<file path="src/rtl/sync_tx_fifo.sv">
module sync_tx_fifo #(
  parameter int DEPTH = 16,
  parameter int DIV_W = 8
) (
  input  logic                     clk,
  input  logic                     rst_n,
  input  logic                     wr_en,
  input  logic [7:0]               wr_data,
  input  logic                     fifo_clr,
  input  logic [1:0]               trig_sel,
  input  logic                     irq_en,
  input  logic                     flag_clr,
  input  logic                     ext_mode,
  input  logic                     ext_sclk,
  input  logic [DIV_W-1:0]         half_div,
  output logic                     sclk_out,
  output logic                     txd,
  output logic [$clog2(DEPTH):0]   level,
  output logic                     thr_flag,
  output logic                     tx_end,
  output logic                     irq
);
  localparam int AW = $clog2(DEPTH);
  localparam int CW = AW + 1;
  localparam logic [CW-1:0] FULL = CW'(DEPTH);

  logic [7:0]       mem [DEPTH];
  logic [AW-1:0]    rp, wp;
  logic [CW-1:0]    cnt, trig_n;
  logic             busy, lo, more;
  logic [2:0]       bitn;
  logic [7:0]       sh;
  logic [DIV_W-1:0] dcnt;
  logic [2:0]       xs;

  wire push     = wr_en && (cnt != FULL) && !fifo_clr;
  wire ext_rise = xs[1] & ~xs[2];
  wire ext_fall = ~xs[1] & xs[2];
  wire tick     = ext_mode ? (lo ? ext_rise : ext_fall) : (dcnt == half_div);
  wire fall_ev  = busy & ~lo & tick;
  wire rise_ev  = busy & lo & tick;
  wire start    = !busy && (cnt != '0) && !fifo_clr;
  wire fetch    = fall_ev && (bitn == 3'd7) && (cnt != '0) && !fifo_clr;
  wire pop      = start | fetch;

  always_comb begin
    case (trig_sel)
      2'd0:    trig_n = CW'(8);
      2'd1:    trig_n = CW'(4);
      2'd2:    trig_n = CW'(2);
      default: trig_n = '0;
    endcase
  end

  always_ff @(posedge clk) if (push) mem[wp] <= wr_data;

  always_ff @(posedge clk or negedge rst_n) begin
    if (!rst_n) begin
      rp <= '0; wp <= '0; cnt <= '0;
    end else if (fifo_clr) begin
      rp <= '0; wp <= '0; cnt <= '0;
    end else begin
      if (push) wp <= wp + 1'b1;
      if (pop)  rp <= rp + 1'b1;
      cnt <= cnt + CW'(push) - CW'(pop);
    end
  end

  always_ff @(posedge clk or negedge rst_n) begin
    if (!rst_n) xs <= 3'b111;
    else        xs <= {xs[1:0], ext_sclk};
  end

  always_ff @(posedge clk or negedge rst_n) begin
    if (!rst_n)                       dcnt <= '0;
    else if (!busy || ext_mode || tick) dcnt <= '0;
    else                              dcnt <= dcnt + 1'b1;
  end

  always_ff @(posedge clk or negedge rst_n) begin
    if (!rst_n) begin
      busy <= 1'b0; lo <= 1'b0; more <= 1'b0; bitn <= '0;
      sh <= '0; txd <= 1'b1; tx_end <= 1'b1;
    end else begin
      if (start) begin
        sh <= mem[rp]; busy <= 1'b1; bitn <= '0; lo <= 1'b0;
      end
      if (fall_ev) begin
        lo  <= 1'b1;
        txd <= sh[0];
        sh  <= sh >> 1;
        if (bitn == 3'd7) begin
          if (fetch) begin sh <= mem[rp]; more <= 1'b1; end
          else begin more <= 1'b0; tx_end <= 1'b1; end
        end
      end
      if (rise_ev) begin
        lo <= 1'b0;
        if (bitn == 3'd7) begin
          if (more) bitn <= '0;
          else      busy <= 1'b0;
        end else bitn <= bitn + 1'b1;
      end
      if (push) tx_end <= 1'b0;
    end
  end

  always_ff @(posedge clk or negedge rst_n) begin
    if (!rst_n)              thr_flag <= 1'b1;
    else if (cnt < trig_n)   thr_flag <= 1'b1;
    else if (flag_clr)       thr_flag <= 1'b0;
  end

  assign sclk_out = ext_mode ? 1'b1 : ~lo;
  assign level    = cnt;
  assign irq      = thr_flag & irq_en;

  a_r1_count_bound: assert property (@(posedge clk) disable iff (!rst_n) cnt <= FULL);
  a_r1_full_holds: assert property (@(posedge clk) disable iff (!rst_n)
    (cnt == FULL && wr_en && !pop && !fifo_clr) |=> (level == FULL));
  a_r3_data_stable_on_rise: assert property (@(posedge clk) disable iff (!rst_n)
    (!ext_mode && !$past(ext_mode) && $rose(sclk_out)) |-> $stable(txd));
  a_r4_idle_clock_high: assert property (@(posedge clk) disable iff (!rst_n)
    (!busy && !ext_mode) |-> sclk_out);
  a_r7_write_clears_end: assert property (@(posedge clk) disable iff (!rst_n)
    (wr_en && cnt != FULL && !fifo_clr) |=> !tx_end);
  a_r8_flag_sets_below: assert property (@(posedge clk) disable iff (!rst_n)
    (cnt < trig_n) |=> thr_flag);
  a_r11_clear_empties: assert property (@(posedge clk) disable iff (!rst_n)
    fifo_clr |=> (level == '0));
endmodule

</file>
<file path="config.mk">
export PLATFORM = sky130hd
export DESIGN_NAME = sync_tx_fifo
export DESIGN_NICKNAME = d
export VERILOG_FILES = /design/src/rtl/sync_tx_fifo.sv
export SDC_FILE = /design/constraint.sdc
export NUM_CORES = 1
export LEC_CHECK = 0
export CAP_MARGIN = 20
export CELL_PAD_IN_SITES_DETAIL_PLACEMENT = 0
export CELL_PAD_IN_SITES_GLOBAL_PLACEMENT = 1
export CORE_ASPECT_RATIO = 0.75
export CORE_MARGIN = 1
export CORE_UTILIZATION = 48
export DETAILED_ROUTE_END_ITERATION = 8
export DONT_BUFFER_PORTS = 1
export GPL_TIMING_DRIVEN = 0
export MAX_ROUTING_LAYER = met4
export PLACE_DENSITY_LB_ADDON = 0.25
export SLEW_MARGIN = 40
export SYNTH_ARGS = -nofsm -noshare
export SYNTH_HDL_FRONTEND = slang
export SYNTH_SLANG_ARGS = --single-unit
export TNS_END_PERCENT = 100
</file>
<file path="constraint.sdc">
create_clock -name clk -period 3.05 [get_ports clk]
set_clock_uncertainty 0.15 [all_clocks]
set_input_delay 0.4575 -clock clk [delete_from_list [all_inputs] [get_ports clk]]
set_output_delay 0.4575 -clock clk [all_outputs]
set_load 0.01 [all_outputs]
</file>
==> results of run 1 <==
[cell usage in the layout, fill, tap and decap left out, types with 4 or more instances in the layout]
cell,count
edfxtp_1,128
nand2_1,54
nor2_1,35
mux4_2,30
dfrtp_1,30
buf_4,22
nand3_1,20
clkbuf_16,17
xor2_1,16
ha_1,13
inv_1,11
dlygate4sd3_1,11
o211ai_1,8
nor2_2,8
a31oi_1,8
inv_8,7
inv_2,6
clkbuf_1,6
a21oi_1,6
dfstp_2,6
dfrtp_2,5
buf_2,4
nand2b_1,4
nor2b_1,4
o21ai_0,4
[report_power, final]
part	total, uW	switching [uW]	internal [uW]
combinational	1240	622	622
clock	2130	1020	1110
sequential	2830	169	2670
total	6210	1810	4400
[logic make-up after synthesis]
group / Yosys count
flops: 169
simple gates: 145
compound gates: 51
mux: 37
buf+inv: 38
xor+xnor: 20
fa+ha+maj: 17
[metal layers]
metal	vias up	track usage (%)
met5	-	-
met4	0	8.05
met3	16	4.69
met2	96	29.7
met1	2085	29.5
li1	1892	-
[final cells by class]
cell class | instances | share of cell area (%)
Sequential cell | 169 | 57.5
Multi-Input combinational cell | 270 | 27.3
Clock buffer | 17 | 5.01
Timing Repair Buffer | 30 | 3.17
Tap cell | 200 | 2.94
Clock inverter | 15 | 2.00
Buffer | 19 | 1.34
Inverter | 18 | 0.795
[worst max-delay path by stage]
stage,start,endpoint,slack (ns),cells after the start
floorplan,half_div[5],level[4],-0.06,17
global placement,half_div[5],level[4],-0.36,17
detailed placement,half_div[5],level[4],-0.40,17
CTS,level[3],level[4],-0.12,19
global route,level[2],level[4],-0.23,18
finish,level[2],level[4],-0.07,19
[metrics by stage]
stage / util (%) / worst slack, ns / TNS [ns] / instances / hold slack, ns
2_1_floorplan: - / -0.0580 / -0.0580 / 477 / 0.0119
3_3_place_gp: 51.7 / -0.358 / -1.18 / 677 / 0.0127
3_5_place_dp: 51.7 / -0.400 / -0.822 / 677 / 0.0124
4_1_cts: 57.7 / -0.120 / -0.120 / 732 / 0.102
5_1_grt: 58.2 / -0.233 / -0.389 / 738 / 0.0989
6_report: 58.2 / -0.0652 / -0.0914 / 738 / 0.107
[worst max-delay path: stages, from the launching register on]
cell and delay (ns):
dfrtp_2 0.46, inv_2 0.10, ha_4 0.14, nor4b_4 0.20, or2_4 0.19, buf_6 0.10
o22ai_4 0.06, buf_6 0.14, nand2_4 0.05, inv_2 0.04, ha_4 0.25, inv_2 0.03
ha_4 0.15, inv_2 0.05, fa_2 0.20, inv_2 0.04, a21oi_2 0.15, nor2_2 0.05
or3_1 0.34, a21oi_1 0.12
[sequential cells by signal (all words and copies together), names as in the netlist, 3 cells and up]
| register | cells |
|---|---|
| wp | 4 |
| bitn | 3 |
| dcnt | 8 |
| rp | 4 |
| level | 5 |
| sh | 8 |
| xs | 3 |
| mem | 128 |
[what timing repair did]
action | in CTS | in global routing
cloned | 0 | 0
hold buffers | 12 | 0
setup endpoints to repair | 4 | 3
gates resized for setup | 15 | 7
pin swaps | 12 | 13
endpoints found under the hold margin | 171 | 0
setup buffers | 11 | 7
==> out/results.tsv, run 1 <==
stage	metric	value	unit
sta	drv_slew	0	
floorplan	die_area	15600	um2
yosys	synthMuxAreaShare	10.4	%
floorplan	core	14600	um2
power_and_ir_drop	peakVddDrop	476	uV
yosys	async_reset_ff_share	24.3	%
floorplan	die_x	144	um
route	wl_met2	6750	um
sta	rsz0062_at_grt	true	
sta	setup_slack	-0.0652	ns
final_layout	layout.area.seq	4880	um2
sta	relSlewSlack	44.2	%
run_status	failed_checks	negative setup slack	
placement	portBuffers	0	
clock_tree	clk_latency	0.43	ns
final_layout	fin_nets	568	
route	wl_per_cell	19.6	um
setup_path	required	3.26	ns
setup_path	timing.rr.end	level[4]	
route	wl_met3	874	um
clock_tree	clock-sinks	169	
sta	max_freq	0.321	GHz
sta	period_needed	3.12	ns
global_route	gr-total-overflow	0	
final_layout	post_route_cells_drive_above_1_share	26.6	%
yosys	synth_area_leaders	edfxtp_1 (53%), dfrtp_1 (12%), mux4_2 (9.3%), nand2_1 (2.8%), ha_1 (2.8%)	
run_status	status	finished with violations	
final_layout	area_growth	17.1	%
route	wl_met1	6640	um
sta	fin_crit_sh	102	%
yosys	yosysTopAreaCell	edfxtp_1	
yosys	synth.ff_latch_count	169	
clock_tree	cts_root_buf	clkbuf_16	
yosys	synth_area	7260	um2
yosys	yosysTopAreaCellShare	53.0	%
yosys	synth_cell_types	59	
setup_path	ff2ff_setup_slack	-0.07	ns
sta	worst_slew_pin_slew	0.833	ns
hold_path	holdCritStartpoint	ext_mode	
yosys	synth_compound_area_share	5.36	%
route	routed_wl	14400	um
run	timing.max_cap.violations	0	
setup_path	critPathKind	register to register	
global_route	grt_pass1_vias	4014	
placement	dp.final_hpwl	9610	um
route	drcViolationCount	0	
power_and_ir_drop	total_power	6210	uW
route	drtIter0Drc	371	
sta	finalHoldViolCount	0	
yosys	syn_inst	477	
yosys	ys_warn_count	0	
placement	postPlaceCellArea	7550	um2
route	dr.pass1.iters	5	
yosys	syn_avg_cell_area	15.2	um2
final_layout	final_cell_area	8500	um2
floorplan	start_util	49.7	%
clock_tree	cts.htree.levels	4	
hold_path	hp-class	primary input to register	
yosys	synthTopCellsByCount	edfxtp_1 (128), nand2_1 (55), nor2_1 (43), dfrtp_1 (35), mux4_2 (30)	
global_route	grt_pass1_wl	22300	um
clock_tree	cts_tree	done	
final_layout	insertedDiodeCount	0	
setup_path	crit_fanout	5	
yosys	ys_seq_area_share	67.2	%
hold_path	min_delay_worst_endpoint	dcnt[1]	
yosys	synth_top_family_by_area	multiplexers	
floorplan	rows	38	
floorplan	io-pin-count	36	
yosys	synth-edff-count	128	
sta	finalSetupViolations	2	
setup_path	r2r-start	level[2]	
route	topRoutingLayerUsed	met4	
yosys	synthSimpleGateAreaFrac	9.02	%
global_route	grt_usage	21.0	%
route	via_per_inst	5.54	
yosys	syn-num-nets	520	
clock_tree	clk_path_buf_depth	2	
hold_path	whs_path_depth	2	
setup_path	crit_path_start_kind	register	
setup_path	cp.arrival	3.32	ns
setup_path	reg2regPathDepth	19	
clock_tree	clk_pin_slew_worst_paths	0.07	ns
final_layout	multi_input_comb_area	2320	um2
global_route	antenna_found_initial	0	
yosys	synth-adder-area-share	3.03	%
route	vias	4089	
power_and_ir_drop	p_leak	0.00302	uW
placement	gp_congestion	0.812	
route	detail-route-antenna-nets	0	
yosys	synth-xor-area-share	2.41	%
yosys	synth_flop_cell	edfxtp_1	
clock_tree	cts_inserted_buffers	17	
final_layout	nFillCells	1167	
floorplan	die_y	108	um
setup_path	cp-end-kind	register	
global_route	grt_max_degree	42	
yosys	synth_most_common_cell	edfxtp_1	
power_and_ir_drop	power_density	730	nW/um2
(Power assumes the default switching activity.)
==> inputs of run 2 (changes only) <==
--- a/config.mk
+++ b/config.mk
@@ -6,11 +6,11 @@
 export NUM_CORES = 1
 export LEC_CHECK = 0
 export CAP_MARGIN = 20
-export CELL_PAD_IN_SITES_DETAIL_PLACEMENT = 0
-export CELL_PAD_IN_SITES_GLOBAL_PLACEMENT = 1
+export CELL_PAD_IN_SITES_DETAIL_PLACEMENT = 1
+export CELL_PAD_IN_SITES_GLOBAL_PLACEMENT = 2
 export CORE_ASPECT_RATIO = 0.75
 export CORE_MARGIN = 1
-export CORE_UTILIZATION = 48
+export CORE_UTILIZATION = 42
 export DETAILED_ROUTE_END_ITERATION = 8
 export DONT_BUFFER_PORTS = 1
 export GPL_TIMING_DRIVEN = 0
==> run 2 against run 1 <==
Net effect:
- the flow still finishes with violations (negative setup slack)
- sequential share of layout area barely moved
- core utilization is 7.9 points lower
- highest routed layer unchanged
- non-clock buffer count decreased by 4
- cell count is 1.5% higher
- setup slack lost 0.058 ns
==> out/results.tsv, run 2 (synthesis results as in run 1) <==
stage	metric	value	unit
run_status	status	finished with violations	
run_status	failed_checks	negative setup slack	
floorplan	core	16900	um2
clock_tree	cts_root_buf	clkbuf_16	
setup_path	cp.arrival	3.39	ns
final_layout	reg_top3	mem (128), dcnt (8), sh (8)	
power_and_ir_drop	p_leak	0.00300	uW
floorplan	die_area	17800	um2
final_layout	final_common_cell	edfxtp_1	
floorplan	rows	41	
route	dr.pass1.iters	4	
final_layout	fin_nets	564	
power_and_ir_drop	power_density	743	nW/um2
route	detail-route-antenna-nets	0	
floorplan	start_util	43.0	%
sta	max_freq	0.315	GHz
sta	period_needed	3.17	ns
clock_tree	clk_pin_slew_worst_paths	0.07	ns
clock_tree	cts_inserted_buffers	17	
setup_path	crit_fanout	4	
sta	fin_crit_sh	104	%
global_route	grt_usage	20.6	%
sta	rsz0062_at_grt	true	
sta	drv_slew	0	
route	via_per_inst	5.46	
sta	finalHoldViolCount	0	
route	routed_wl	16300	um
setup_path	critical-path-top-delay-family	simple AND/OR/NAND/NOR gates	
floorplan	die_x	154	um
global_route	gr-total-overflow	0	
final_layout	layout_common_cells	edfxtp_1 (128), nand2_1 (54), nor2_1 (35), dfrtp_1 (33), mux4_2 (30)	
final_layout	largest_reg_flops	128	
setup_path	crit_path_start_kind	register	
route	drtIter0Drc	199	
sta	setup_slack	-0.124	ns
setup_path	critPathKind	register to register	
placement	portBuffers	0	
clock_tree	cts.htree.levels	4	
global_route	grt_pass1_vias	4375	
final_layout	insertedDiodeCount	0	
placement	gp_congestion	0.751	
sta	relSlewSlack	47.4	%
global_route	antenna_found_initial	0	
clock_tree	cts_tree	done	
setup_path	crit_chain	inv_2 -> ha_4 -> nor4b_4 -> or2_4 -> o211a_1 -> nand2_2 -> nand2_4 -> inv_4 -> ha_4 -> inv_4 -> ha_4 -> inv_2 -> fa_2 -> inv_2 -> a21oi_2 -> nor2_1 -> or3_1 -> a21oi_2	
sta	finalSetupViolations	1	
floorplan	io-pin-count	36	
final_layout	nFillCells	1603	
final_layout	area_growth	17.1	%
sta	whs	0.119	ns
sta	worst_slew_pin_slew	0.786	ns
clock_tree	clk_latency	0.44	ns
final_layout	post_route_cells_drive_above_1_share	25.7	%
setup_path	slowest_stage	dfrtp_2	
final_layout	regMostFlops	mem	
route	vias	4090	
route	wl_per_cell	21.8	um
global_route	grt_max_degree	42	
setup_path	cp-end-kind	register	
route	drcViolationCount	0	
clock_tree	clock-sinks	169	
floorplan	die_y	116	um
setup_path	required	3.27	ns
power_and_ir_drop	peakVddDrop	325	uV
global_route	grt_pass1_wl	25200	um
final_layout	fin_util	50.3	%
clock_tree	clk_path_buf_depth	2	
hold_path	hp-class	primary input to register	
run	timing.max_cap.violations	0	
setup_path	cpPeakStageDelay	0.47	ns
setup_path	path_buf_inv	5	
placement	dp.final_hpwl	11000	um
## run 2: cell type report
class	count	area (um2)	share of cell area [%]
plain buffers	18	103	1.21
clock buffers	17	425	5.01
clock inverters	15	176	2.08
inverters	18	72.6	0.854
multi-input cells	270	2320	27.3
flip-flops and latches	169	4880	57.4
well taps	215	269	3.17
repair buffers	27	250	2.95
## run 2: path summary, 6_finish.rpt
check | startpoint | end | slack (ns) | cells after the start
max | level[2] | level[4] | -0.12 | 18
max reg2reg | level[2] | level[4] | -0.12 | 18
min reg2reg | xs[0] | xs[1] | 0.21 | 0
max in group asynchronous | rst_n | txd | 2.10 | 2
min | ext_mode | lo | 0.12 | 2
min in group asynchronous | rst_n | level[0] | 0.40 | 2
## run 2: where the power goes
group          switching [uW]  internal, uW  total, uW
clock network            1020          1180       2200
logic                     653           620       1270
registers                 177          2660       2840
## run 2: what timing repair did
| action | CTS | global route |
|---|---|---|
| gates resized for setup | 14 | 5 |
| setup endpoints to repair | 4 | 3 |
| pin swaps | 11 | 11 |
| gates cloned | 0 | 0 |
| hold buffers | 12 | 0 |
| buffers inserted | 11 | 4 |
| hold endpoints to repair | 171 | 0 |
## run 2: metal layers
metal / GRT usage (%) / up-vias / share of wire [%]
met4: 6.33 / 0 / 0.96
li1: - / 1887 / -
met1: 26.9 / 2125 / 46
met3: 5.27 / 15 / 4.3
met5: - / - / 0
met2: 31.9 / 63 / 49
## run 2: stage by stage
step | instances | total power (uW) | setup TNS, ns | cell area, um2 | setup slack, ns
after floorplan | 477 | 3680 | -0.0580 | 7290 | -0.0580
after global placement | 692 | 3900 | -4.74 | 7560 | -0.409
after detailed placement | 692 | 3960 | -1.09 | 7580 | -0.488
after CTS | 747 | 6320 | -0.228 | 8460 | -0.228
after global routing | 749 | 6610 | -0.426 | 8500 | -0.318
final | 749 | 6310 | -0.124 | 8500 | -0.124
